`config.mk`:
```
export PLATFORM = sky130hd
export DESIGN_NAME = mmu_xlate_ctrl
export DESIGN_NICKNAME = d
export VERILOG_FILES = /design/src/rtl/mmu_xlate_pkg.sv /design/src/rtl/mmu_va_latch.sv /design/src/rtl/mmu_xlate_fsm.sv /design/src/rtl/mmu_pa_reg.sv /design/src/rtl/mmu_xlate_ctrl.sv
export SDC_FILE = /design/constraint.sdc
export NUM_CORES = 1
export LEC_CHECK = 0
export BUFFER_PORTS_ARGS = -buffer_cell sky130_fd_sc_hd__buf_2
export CORE_UTILIZATION = 45
export CTS_CLUSTER_DIAMETER = 60
export DETAILED_ROUTE_END_ITERATION = 10
export PLACE_DENSITY = 0.75
export RECOVER_POWER = 50
export SYNTH_ARGS = -nofsm -noshare
export SYNTH_HDL_FRONTEND = slang
export SYNTH_SLANG_ARGS = --single-unit
```
`constraint.sdc`:
```
create_clock -name clk -period 2.2 [get_ports clk]
set_input_delay 0.22 -clock clk [delete_from_list [all_inputs] [get_ports clk]]
set_output_delay 0.22 -clock clk [all_outputs]
set_load 0.1 [all_outputs]
```
`src/rtl/mmu_xlate_pkg.sv`:
```
package mmu_xlate_pkg;

  typedef enum logic [2:0] {
    ST_IDLE  = 3'd0,
    ST_READ  = 3'd1,
    ST_HIT   = 3'd2,
    ST_MISS  = 3'd3,
    ST_FAULT = 3'd4
  } xlate_state_t;

endpackage

```
`src/rtl/mmu_va_latch.sv`:
```
// Captures the request address and derives the page number, offset and
// page-table entry address once, on acceptance.
module mmu_va_latch #(
  parameter int VA_W      = 32,
  parameter int PA_W      = 30,
  parameter int PAGE_BITS = 12,
  parameter int PTE_BYTES = 4
) (
  input  logic                      clk,
  input  logic                      rst,
  input  logic                      capture,
  input  logic [VA_W-1:0]           va_in,
  input  logic [PA_W-1:0]           base_in,
  output logic [VA_W-PAGE_BITS-1:0] vpn_q,
  output logic [PAGE_BITS-1:0]      off_q,
  output logic [PA_W-1:0]           pte_addr_q
);
  localparam int VPN_W     = VA_W - PAGE_BITS;
  localparam int PTE_SHIFT = $clog2(PTE_BYTES);

  logic [VPN_W-1:0] vpn_in;
  logic [PA_W-1:0]  vpn_scaled;

  assign vpn_in = va_in[VA_W-1:PAGE_BITS];

  generate
    if (PTE_SHIFT == 0) begin : g_byte_entry
      assign vpn_scaled = PA_W'(vpn_in);
    end else begin : g_wide_entry
      assign vpn_scaled = PA_W'(vpn_in) << PTE_SHIFT;
    end
  endgenerate

  always_ff @(posedge clk) begin
    if (rst) begin
      vpn_q      <= '0;
      off_q      <= '0;
      pte_addr_q <= '0;
    end else if (capture) begin
      vpn_q      <= vpn_in;
      off_q      <= va_in[PAGE_BITS-1:0];
      pte_addr_q <= base_in + vpn_scaled;
    end
  end

endmodule

```
`src/rtl/mmu_xlate_fsm.sv`:
```
// Five-state sequencer with registered strobes.
module mmu_xlate_fsm
  import mmu_xlate_pkg::*;
(
  input  logic         clk,
  input  logic         rst,
  input  logic         cpu_rd,
  input  logic         cpu_ack,
  input  logic         tlb_hit,
  input  logic         pt_rvalid,
  input  logic         pte_valid,
  output xlate_state_t state,
  output logic         capture,
  output logic         load_hit,
  output logic         load_pte,
  output logic         lookup,
  output logic         pt_rd,
  output logic         ram_rd,
  output logic         done,
  output logic         tlb_wr,
  output logic         fault
);
  logic fin;

  assign capture  = (state == ST_IDLE) && cpu_rd;
  assign load_hit = (state == ST_READ) && tlb_hit;
  assign load_pte = (state == ST_MISS) && !fin && pt_rvalid && pte_valid;

  always_ff @(posedge clk) begin
    if (rst) begin
      state  <= ST_IDLE;
      fin    <= 1'b0;
      lookup <= 1'b0;
      pt_rd  <= 1'b0;
      ram_rd <= 1'b0;
      done   <= 1'b0;
      tlb_wr <= 1'b0;
      fault  <= 1'b0;
    end else begin
      case (state)
        ST_IDLE: begin
          if (cpu_rd) begin
            state  <= ST_READ;
            lookup <= 1'b1;
          end
        end
        ST_READ: begin
          lookup <= 1'b0;
          if (tlb_hit) begin
            state  <= ST_HIT;
            ram_rd <= 1'b1;
            done   <= 1'b1;
          end else begin
            state <= ST_MISS;
            pt_rd <= 1'b1;
          end
        end
        ST_HIT: begin
          ram_rd <= 1'b0;
          done   <= 1'b0;
          state  <= ST_IDLE;
        end
        ST_MISS: begin
          pt_rd <= 1'b0;
          if (fin) begin
            fin    <= 1'b0;
            ram_rd <= 1'b0;
            done   <= 1'b0;
            tlb_wr <= 1'b0;
            state  <= ST_IDLE;
          end else if (pt_rvalid) begin
            if (pte_valid) begin
              fin    <= 1'b1;
              ram_rd <= 1'b1;
              done   <= 1'b1;
              tlb_wr <= 1'b1;
            end else begin
              fault <= 1'b1;
              state <= ST_FAULT;
            end
          end
        end
        ST_FAULT: begin
          if (cpu_ack) begin
            fault <= 1'b0;
            state <= ST_IDLE;
          end
        end
        default: begin
          state  <= ST_IDLE;
          fin    <= 1'b0;
          lookup <= 1'b0;
          pt_rd  <= 1'b0;
          ram_rd <= 1'b0;
          done   <= 1'b0;
          tlb_wr <= 1'b0;
          fault  <= 1'b0;
        end
      endcase
    end
  end

endmodule

```
`src/rtl/mmu_pa_reg.sv`:
```
// Physical address and refill page registers.
module mmu_pa_reg #(
  parameter int PA_W      = 30,
  parameter int PAGE_BITS = 12
) (
  input  logic                      clk,
  input  logic                      rst,
  input  logic                      load_hit,
  input  logic                      load_pte,
  input  logic [PA_W-PAGE_BITS-1:0] tlb_ppn,
  input  logic [PA_W-PAGE_BITS-1:0] pte_ppn,
  input  logic [PAGE_BITS-1:0]      off,
  output logic [PA_W-1:0]           pa_q,
  output logic [PA_W-PAGE_BITS-1:0] refill_ppn_q
);
  always_ff @(posedge clk) begin
    if (rst) begin
      pa_q         <= '0;
      refill_ppn_q <= '0;
    end else if (load_hit) begin
      pa_q <= {tlb_ppn, off};
    end else if (load_pte) begin
      pa_q         <= {pte_ppn, off};
      refill_ppn_q <= pte_ppn;
    end
  end

endmodule

```
`src/rtl/mmu_xlate_ctrl.sv`:
```
module mmu_xlate_ctrl
  import mmu_xlate_pkg::*;
#(
  parameter int VA_W      = 32,
  parameter int PA_W      = 30,
  parameter int PAGE_BITS = 12,
  parameter int PTE_BYTES = 4,
  localparam int VPN_W    = VA_W - PAGE_BITS,
  localparam int PPN_W    = PA_W - PAGE_BITS
) (
  input  logic             clk,
  input  logic             rst,
  input  logic             cpu_rd,
  input  logic [VA_W-1:0]  cpu_va,
  input  logic             cpu_ack,
  output logic             cpu_done,
  output logic             cpu_fault,
  output logic             tlb_lookup,
  output logic [VPN_W-1:0] tlb_vpn,
  input  logic             tlb_hit,
  input  logic [PPN_W-1:0] tlb_ppn,
  output logic             tlb_wr,
  output logic [VPN_W-1:0] tlb_wr_vpn,
  output logic [PPN_W-1:0] tlb_wr_ppn,
  input  logic [PA_W-1:0]  pt_base,
  output logic             pt_rd,
  output logic [PA_W-1:0]  pt_addr,
  input  logic             pt_rvalid,
  input  logic [PPN_W:0]   pt_rdata,
  output logic             ram_rd,
  output logic [PA_W-1:0]  ram_pa,
  output logic [2:0]       mmu_state
);
  xlate_state_t           state;
  logic                   capture, load_hit, load_pte;
  logic [VPN_W-1:0]       vpn_q;
  logic [PAGE_BITS-1:0]   off_q;
  logic                   pte_valid;
  logic [PPN_W-1:0]       pte_ppn;

  assign pte_valid = pt_rdata[PPN_W];
  assign pte_ppn   = pt_rdata[PPN_W-1:0];

  mmu_va_latch #(
    .VA_W(VA_W), .PA_W(PA_W), .PAGE_BITS(PAGE_BITS), .PTE_BYTES(PTE_BYTES)
  ) u_va_latch (
    .clk(clk), .rst(rst), .capture(capture), .va_in(cpu_va),
    .base_in(pt_base), .vpn_q(vpn_q), .off_q(off_q), .pte_addr_q(pt_addr)
  );

  mmu_xlate_fsm u_fsm (
    .clk(clk), .rst(rst), .cpu_rd(cpu_rd), .cpu_ack(cpu_ack),
    .tlb_hit(tlb_hit), .pt_rvalid(pt_rvalid), .pte_valid(pte_valid),
    .state(state), .capture(capture), .load_hit(load_hit),
    .load_pte(load_pte), .lookup(tlb_lookup), .pt_rd(pt_rd),
    .ram_rd(ram_rd), .done(cpu_done), .tlb_wr(tlb_wr), .fault(cpu_fault)
  );

  mmu_pa_reg #(
    .PA_W(PA_W), .PAGE_BITS(PAGE_BITS)
  ) u_pa_reg (
    .clk(clk), .rst(rst), .load_hit(load_hit), .load_pte(load_pte),
    .tlb_ppn(tlb_ppn), .pte_ppn(pte_ppn), .off(off_q),
    .pa_q(ram_pa), .refill_ppn_q(tlb_wr_ppn)
  );

  assign tlb_vpn    = vpn_q;
  assign tlb_wr_vpn = vpn_q;
  assign mmu_state  = state;

endmodule

```
Word level (Yosys, flattened, before mapping)
Index checks and enable logic that the tools add are counted.

Register bits: 119. Latch bits: 0. Bits in writable memories: 0. Bits in read-only memories: 0. Logic and storage cells: 81. Memories: 0.

Add/sub/neg operators: 1. Multiply operators: 0. Div/mod/pow operators: 0. Magnitude comparators: 0. Eq/ne operators: 14. Shift-type cells: 0. Mux-type cells: 28. Bitwise logic cells: 6. Reduce and logical (&&, ||, !) cells: 20.

Operators by type and width (count): two-way mux 30 bit (2); adder 30 x 22 -> 30 bit (1); two-way mux 3 bit (5); two-way mux 1 bit (14); inequality test 2 bit, second input constant (7); case mux 3 bit (4 select lines) (1); inequality test 3 x 2 -> 1 bit, second input constant (3); OR reduction 3 bit (3); case mux 1 bit (2 select lines) (4); AND reduction 4 bit (2); equality test 3 x 2 -> 1 bit, second input constant (2); NOT 1 bit (6); case mux 1 bit (3 select lines) (2); AND reduction 2 bit (3); logical AND 1 bit (5); AND reduction 5 bit (1); OR reduction 4 bit (1); equality test 3 x 1 -> 1 bit, second input constant (1); equality test 3 bit, second input constant (1); logical NOT 3 bit (1); AND reduction 3 bit (1); nonzero test 2 bit (1); OR reduction 2 bit (1); logical NOT 1 bit (1).

Longest topological paths before layout
Gate-level depths: netlist of the first run.

Depth after elaboration: 6. Gate-level depth with buffers: 9. Gate-level depth less buffers: 9.

Hierarchy
From an unflattened synthesis of the first run, not the netlist that was laid out.

Cell total of the unflattened synthesis: 704. Area, all modules: 6102.1 sq um.

By module, submodules not included: mmu_va_latch (instances 1, cells an instance 415, area an instance 3543.4 sq um); mmu_pa_reg (instances 1, cells an instance 211, area an instance 1930.6 sq um); mmu_xlate_fsm (instances 1, cells an instance 58, area an instance 478.0 sq um); mmu_xlate_ctrl (instances 1, cells an instance 20, area an instance 150.1 sq um).

Worst setup path after synthesis of the first run
No wires, ideal clock.

Path kind: register to register. Start point: reg u_fsm.state[0]. End point: reg u_va_latch.pte_addr_q[29]. Arrival: 2.326 ns. Setup slack: -0.205 ns. Stages on the path, launching flop included: 8. Path buffers: 3. Period minus slack after synthesis: 2.405 ns. Cells stage by stage: dfxtp_1 nor2_1 nand3b_1 buf_2 clkbuf_1 clkbuf_1 nand3_1 o211ai_1.

Cells in the longest elaborated chain, start to end: 2.

Ends and longest elaborated chain: start: declaration (RTL line mmu_xlate_fsm.sv:12) `output xlate_state_t state,`; start signal: assignment (RTL line mmu_xlate_fsm.sv:31) `state <= ST_IDLE;`; start signal: assignment (RTL line mmu_xlate_fsm.sv:43) `state <= ST_READ;`; start signal: assignment (RTL line mmu_xlate_fsm.sv:50) `state <= ST_HIT;`; logical NOT 3 bit (RTL line mmu_xlate_fsm.sv:25) `assign capture = (state == ST_IDLE) && cpu_rd;`; logical AND 1 bit (RTL line mmu_xlate_fsm.sv:25); end signal: assignment (RTL line mmu_va_latch.sv:42) `pte_addr_q <= base_in + vpn_scaled;`; end: declaration (RTL line mmu_va_latch.sv:16) `output logic [PA_W-1:0] pte_addr_q`.

No other way between the ends. A chain may end at the register's enable or synchronous reset.

Final worst setup path of the first run
Start point: reg u_fsm.state[1]. End point: reg u_pa_reg.refill_ppn_q[7].

Cells in the longest elaborated chain, start to end: 5. Elaborated cells on any way between the ends: 8. Those cells by class: 2 x eq/ne; 1 x bitwise; 5 x reduce/logical.

Ends and longest elaborated chain: equality test 3 x 2 -> 1 bit (RTL line mmu_xlate_fsm.sv:27) `assign load_pte = (state == ST_MISS) && !fin && pt_rvalid && pte_valid;`; logical AND 1 bit (3 in series) (RTL line mmu_xlate_fsm.sv:27); AND reduction 2 bit (no source line) (*); end signal: assignment (RTL line mmu_pa_reg.sv:24) `refill_ppn_q <= pte_ppn;`; end: declaration (RTL line mmu_pa_reg.sv:14) `output logic [PA_W-PAGE_BITS-1:0] refill_ppn_q`.

Mark *: on every way between the ends. The rest lies on a longest branch, timed or not.

==> qor.txt, run 1 <==
Synth Flop Type = dfxtp_1
EDFF count, synth = 0
Storage cell area = 2380 µm²
CP arrival = 2.23 ns
Critical-path top delay cell = dfxtp_1
multi-input logic area = 3080 µm²
Clk Latency, worst-skew pair = 0.42 ns
fillcell total = 1260
Final Wtd Congestion = 0.895
Port Buffer Count = 231
Peak Freq = 512 MHz
Cell variety after synth = 59
dominant cell type by area after synthesis = dfxtp_1
die area = 13400 µm²
count of state elements after synthesis = 119
worst vdd rail ir drop = 0.000619 V
fin area = 7720 µm²
startpoint types = flop
Cells after Synth = 754
Root Driver = clkbuf_16
worst path required time = 2.48 ns
H-tree Lvls = 4
Total Wirelength = 16700 µm
Hold Crit Class = input port to flop
CP max stage delay = 0.60 ns
starting density of the core = 46.2%
Ys Warns = 0
TritonCTS clock tree = built
Site Rows = 41
clock edge transition at the registers on the reported setup and hold paths = 0.06 ns
CTS Buf Count = 17
Bufs on Longest Clock Path = 2
max-cap viol count = 0
worst-margin pin slew = 1.25 ns
vias = 6103
Hold-fix buffers, CTS = 0
DP Wirelength = 12000 µm
# DRC = 0
Final Hold Viols = 0
clk sinks = 119
Finished Core Util = 61.2%
via count of the first global-routing pass = 5373
relative slew slack = 17.3%
Static Leak = 3.21 nW
Slew Viols, Final = 0
Buf+Inv Stages, Crit Path = 1
most used cell, CP = nand2_1
PwrDens = 1040 nW/µm²
Die W = 116 µm
nets = 1099
synth top area cells = dfxtp_1 (41%), nand2_1 (14%), a21oi_1 (9.2%)
first-pass GRT wire length = 25900 µm
Post-Syn Area = 5820 µm²
DIE HEIGHT = 116 µm
initial antenna violation count = 1
I/O pins = 232
DRT iter0 DRCs = 327
Final ANT Viol Nets = 0
Post-CTS Resized = 0
layout cells sized above 1 = 22.2%
Routed WL per cell = 14.4 µm
crit end category = flop
RSZ-0062 raised after global routing = false
CP Cell Sequence = nand2_1, nor3_1, nand3_1, buf_4, nand2_1, a21oi_1
largest net degree at the start of global routing = 62
ys async rst share = 0%
DP Area = 7170 µm²
gr ovfl total = 0
GRT Total Usage = 24.9%
Period minus WS final = 1.95 ns
CP Class = flop to flop
final worst-path cycle share = 88.8%
post-CTS setup buffers = 0
Area Overhead vs Synth = 32.5%
Synth Net Count = 880
setup violators final = 0
core footprint = 12600 µm²
clock skew = 0.00606 ns
Avg Synthesized Cell Area = 7.72 µm²
DR vias/cell = 5.27
DR pass1 iterations = 5
most instantiated cells after synthesis = nand2_1 (211), dfxtp_1 (119), a21oi_1 (107)
share of the synthesized area in the top cell type = 40.9%
cell with the most instances after synthesis = nand2_1
sequential fraction of the synthesis area = 40.9%
CP top delay family = simple AND/OR/NAND/NOR gates
crit-path max FO = 14
status = complete, no violations
## placed cells by master (no fill, tap or decap), types with 4 or more instances in the layout
| cell type | synthesis | layout |
|---|---|---|
| nand2_1 | 211 | 211 |
| buf_2 | 5 | 137 |
| dfxtp_1 | 119 | 117 |
| a21oi_1 | 107 | 107 |
| clkbuf_1 | 36 | 95 |
| buf_4 | 21 | 32 |
| nor2_1 | 27 | 26 |
| o21ai_0 | 26 | 26 |
| a31oi_1 | 25 | 25 |
| ha_1 | 20 | 20 |
| clkbuf_16 | 0 | 17 |
| nand3_1 | 16 | 16 |
| inv_1 | 12 | 12 |
| a21o_1 | 12 | 12 |
| nor3_1 | 8 | 8 |
| nand4_1 | 7 | 7 |
| mux2i_1 | 6 | 6 |
| or3_1 | 6 | 6 |
| xnor2_1 | 6 | 6 |
| bufinv_16 | 0 | 6 |
| and3_1 | 5 | 5 |
| o211ai_1 | 5 | 5 |
| nand2b_1 | 4 | 4 |
| o21ai_1 | 4 | 4 |
| and2_1 | 4 | 4 |
| a211oi_1 | 4 | 4 |
| a32o_1 | 4 | 4 |
## layout make-up
cell class | instances | share of cell area, %
antenna | 1 | 0.0324
clock buffer | 19 | 5.74
clock inverter | 12 | 2.89
inverter | 12 | 0.584
multi-input combinational | 557 | 39.9
sequential | 119 | 30.9
tap | 172 | 2.79
timing repair buffer | 266 | 17.2
## sequential cells by signal, indices dropped and copies added, names as in the netlist
register	flops
u_pa_reg.pa_q	30
u_va_latch.pte_addr_q	30
u_fsm.state	3
u_fsm.ram_rd	1
u_pa_reg.refill_ppn_q	18
u_va_latch.vpn_q	20
u_fsm.fault	1
u_fsm.lookup	1
u_va_latch.off_q	12
u_fsm.pt_rd	1
u_fsm.fin	1
u_fsm.tlb_wr	1
## cell families after synthesis
group                      Yosys count  synth area share, %
AOI/OAI and AO/OA                  217                 23.1
xor gates and xnor gates             9                 1.35
adders and majority gates           21                 4.64
buffers and inverters               78                 6.49
DFF                                119                 40.9
muxes                                6                 1.03
and+or+nand+nor                    304                 22.5
## metrics by stage
step / instances / total power, mW / setup TNS [ns] / hold slack [ns] / setup slack, ns
after global placement: 1126 / 4.96 / -0.375 / 0.437 / -0.134
after CTS: 1157 / 8.13 / 0 / 0.0277 / 0.270
final: 1158 / 8.05 / 0 / 0.0395 / 0.246
after global routing: 1157 / 8.38 / 0 / 0.0305 / 0.0848
after detailed placement: 1126 / 4.98 / -0.557 / 0.443 / -0.167
after floorplan: 754 / 4.47 / 0 / 0.356 / 0.152
## worst paths after layout
kind	startpoint	slack [ns]	depth (start not counted)	end
hold reg to reg	u_pa_reg.pa_q[7]	0.45	2	u_pa_reg.pa_q[7]
hold / removal	cpu_va[7]	0.04	3	u_va_latch.off_q[7]
setup / recovery	u_fsm.state[1]	0.25	6	u_pa_reg.refill_ppn_q[7]
setup reg to reg	u_fsm.state[1]	0.25	6	u_pa_reg.refill_ppn_q[7]
## worst reg2reg max path: stages, from the launching register on
cell,delay [ns]
dfxtp_1,0.60
nand2_1,0.16
nor3_1,0.23
nand3_1,0.36
buf_4,0.31
nand2_1,0.09
a21oi_1,0.07
## per-layer routing
metal	routed length (µm)	vias up	global-route usage [%]
li1	-	3055	-
met1	7420	2794	32.2
met2	7650	221	38.8
met3	1170	33	7.01
met4	434	0	10.7
met5	0	-	0
## where the power goes
part	switching [mW]	total [mW]	internal, mW
clock	0.996	3.14	2.15
combinational	1.98	2.48	0.499
sequential	0.110	2.43	2.32
Note: power is estimated with default switching activity, not from simulation.
==> run 2, diff against run 1 <==
Settings changed: REMOVE_ABC_BUFFERS set to 1.
==> run 2 against run 1 <==
Effect of this change: setup slack improved by 0.054 ns; clock-buffer cell count rose by 1; wire length rose by 1.6%; maximum frequency rose by 2.8%; clock power fell by 14%; design area fell by 0.70%; final cell count rose by 0.95%; flip-flop and latch count did not move; global-route usage barely moved; non-clock buffer count rose by 11; critical path type is now flop to primary output; largest power group unchanged.
==> qor.txt, run 2 (synthesized netlist as in run 1, its figures left out) <==
CP Class = flop to primary output
TritonCTS clock tree = built
Clock power frac = 35.4% (-3.6 points)
DRT iter0 DRCs = 337 (+3.1%)
PwrDens = 993 nW/µm² (-4.9%)
final worst-path cycle share = 86.4% (-2.5 points)
Slew Viols, Final = 0 (unchanged)
# DRC = 0 (unchanged)
Area Overhead vs Synth = 31.6%
Port Buffer Count = 231 (unchanged)
crit-path max FO = 2 (-12)
Static Leak = 3.09 nW (-3.6%)
post-CTS setup buffers = 0 (unchanged)
Psw = 3.06 mW (-0.62%)
most common cell after layout, fill and taps aside = nand2_1
Die W = 116 µm (unchanged)
commonest non-fill, non-tap cells in the layout = nand2_1 (211), clkbuf_1 (124), dfxtp_1 (119), buf_2 (108), a21oi_1 (107)
clk sinks = 119 (unchanged)
Final Hold Viols = 0 (unchanged)
Overall Power = 7.61 mW (-5.5%)
RSZ-0062 raised after global routing = false
largest net degree at the start of global routing = 55 (-11%)
Critical-path top delay cell = clkbuf_1
Total Wirelength = 16900 µm (+1.6%)
final setup TNS = 0 ns (unchanged)
Pint = 4.54 mW (-8.6%)
DP Wirelength = 12700 µm (+6.5%)
setup violators final = 0 (unchanged)
GRT Total Usage = 25.0% (+0.042 points)
first-pass GRT wire length = 26000 µm (+0.59%)
Hold Crit Class = input port to flop
switch share = 40.3% (+2.0 points)
DIE HEIGHT = 116 µm (unchanged)
DR vias/cell = 5.25 (-0.29%)
relative slew slack = 15.7% (-1.7 points)
Finished Core Util = 60.7% (-0.43 points)
worst vdd rail ir drop = 0.000527 V (-15%)
Site Rows = 41 (unchanged)
status = complete, no violations
Bufs on Longest Clock Path = 2 (unchanged)
Hold-fix buffers, CTS = 0 (unchanged)
Seq pwr share = 32.0% (+1.8 points)
number of diodes = 0 (-1)
Finished Layout Cells = 1169 (+0.95%)
DR pass1 iterations = 5 (unchanged)
DP Area = 7240 µm² (+0.92%)
CP max stage delay = 0.88 ns (+0.28 ns)
Storage cell area = 2380 µm² (-0.11%)
CP arrival = 1.68 ns (-0.55 ns)
multi-input logic area = 3080 µm² (unchanged)
Buf+Inv Stages, Crit Path = 1 (unchanged)
Final Wtd Congestion = 0.887 (-0.95%)
Setup WS post-layout = 0.300 ns (+0.0540 ns)
worst path required time = 1.98 ns (-0.50 ns)
startpoint types = flop
core footprint = 12600 µm² (unchanged)
Clk Latency, worst-skew pair = 0.41 ns (about the same)
I/O pins = 232 (unchanged)
fin area = 7660 µm² (-0.70%)
via count of the first global-routing pass = 5396 (+0.43%)
H-tree Lvls = 4 (unchanged)
gr ovfl total = 0 (unchanged)
clock edge transition at the registers on the reported setup and hold paths = 0.05 ns (about the same)
CP top delay family = buffers and inverters
dpl ws = -0.0723 ns (+0.0944 ns)
CP Cell Sequence = clkbuf_1
Placed Cells = 1137 (+0.98%)
crit end category = primary output
Root Driver = clkbuf_16
Peak Freq = 526 MHz (+2.8%)
Post-CTS Resized = 0 (unchanged)
fillcell total = 1262 (+0.16%)
worst-margin pin slew = 1.27 ns (+0.0252 ns)
initial antenna violation count = 0 (-1)
layout cells sized above 1 = 20.1% (-2.2 points)
CTS Buf Count = 17 (unchanged)
nets = 1110 (+1.0%)
clock skew = 0.00987 ns (+0.00381 ns)
die area = 13400 µm² (unchanged)
combinational share of power = 32.6% (+1.9 points)
Period minus WS final = 1.90 ns (-0.0540 ns)
Final ANT Viol Nets = 0 (unchanged)
vias = 6143 (+0.66%)
hold_ws = 0.0481 ns (+0.00853 ns)
starting density of the core = 46.2% (unchanged)
Routed WL per cell = 14.5 µm (+0.66%)
top flop regs = u_pa_reg.pa_q (30), u_va_latch.pte_addr_q (30), u_va_latch.vpn_q (20)
max-cap viol count = 0 (unchanged)
## run 2: routing by layer
metal  global-route usage [%]  up-vias  wire length, µm
li1                         -     3080                -
met2                     43.3      233             8060
met3                     6.01       22             1170
met4                     8.03        0              235
met1                     30.3     2808             7470
met5                        0        -                0
## run 2: final timing paths
kind,slack (ns),start,cells past startpoint,to
max,0.30,u_pa_reg.pa_q[18],1,ram_pa[18]
min,0.05,pt_base[0],3,u_va_latch.pte_addr_q[0]
max reg2reg,0.32,u_fsm.state[0],6,u_va_latch.pte_addr_q[22]
min reg2reg,0.45,u_va_latch.pte_addr_q[6],2,u_va_latch.pte_addr_q[6]
## run 2: power groups by stage
stage | Sequential (mW) | Combinational, mW | Clock (mW)
5_1_grt | 2.46 | 2.62 | 2.85
6_report | 2.44 | 2.48 | 2.70
4_1_cts | 2.43 | 2.53 | 2.75
3_3_place_gp | 2.47 | 2.52 | 0
2_1_floorplan | 3.75 | 0.628 | 0
3_5_place_dp | 2.47 | 2.52 | 0
## run 2: final cells by class
cell class | instances | area share, %
multi-input cells | 557 | 40.2
well taps | 172 | 2.81
clock inverters | 12 | 1.65
inverters | 12 | 0.588
flip-flops and latches | 119 | 31.1
repair buffers | 277 | 17.7
clock buffers | 20 | 5.96
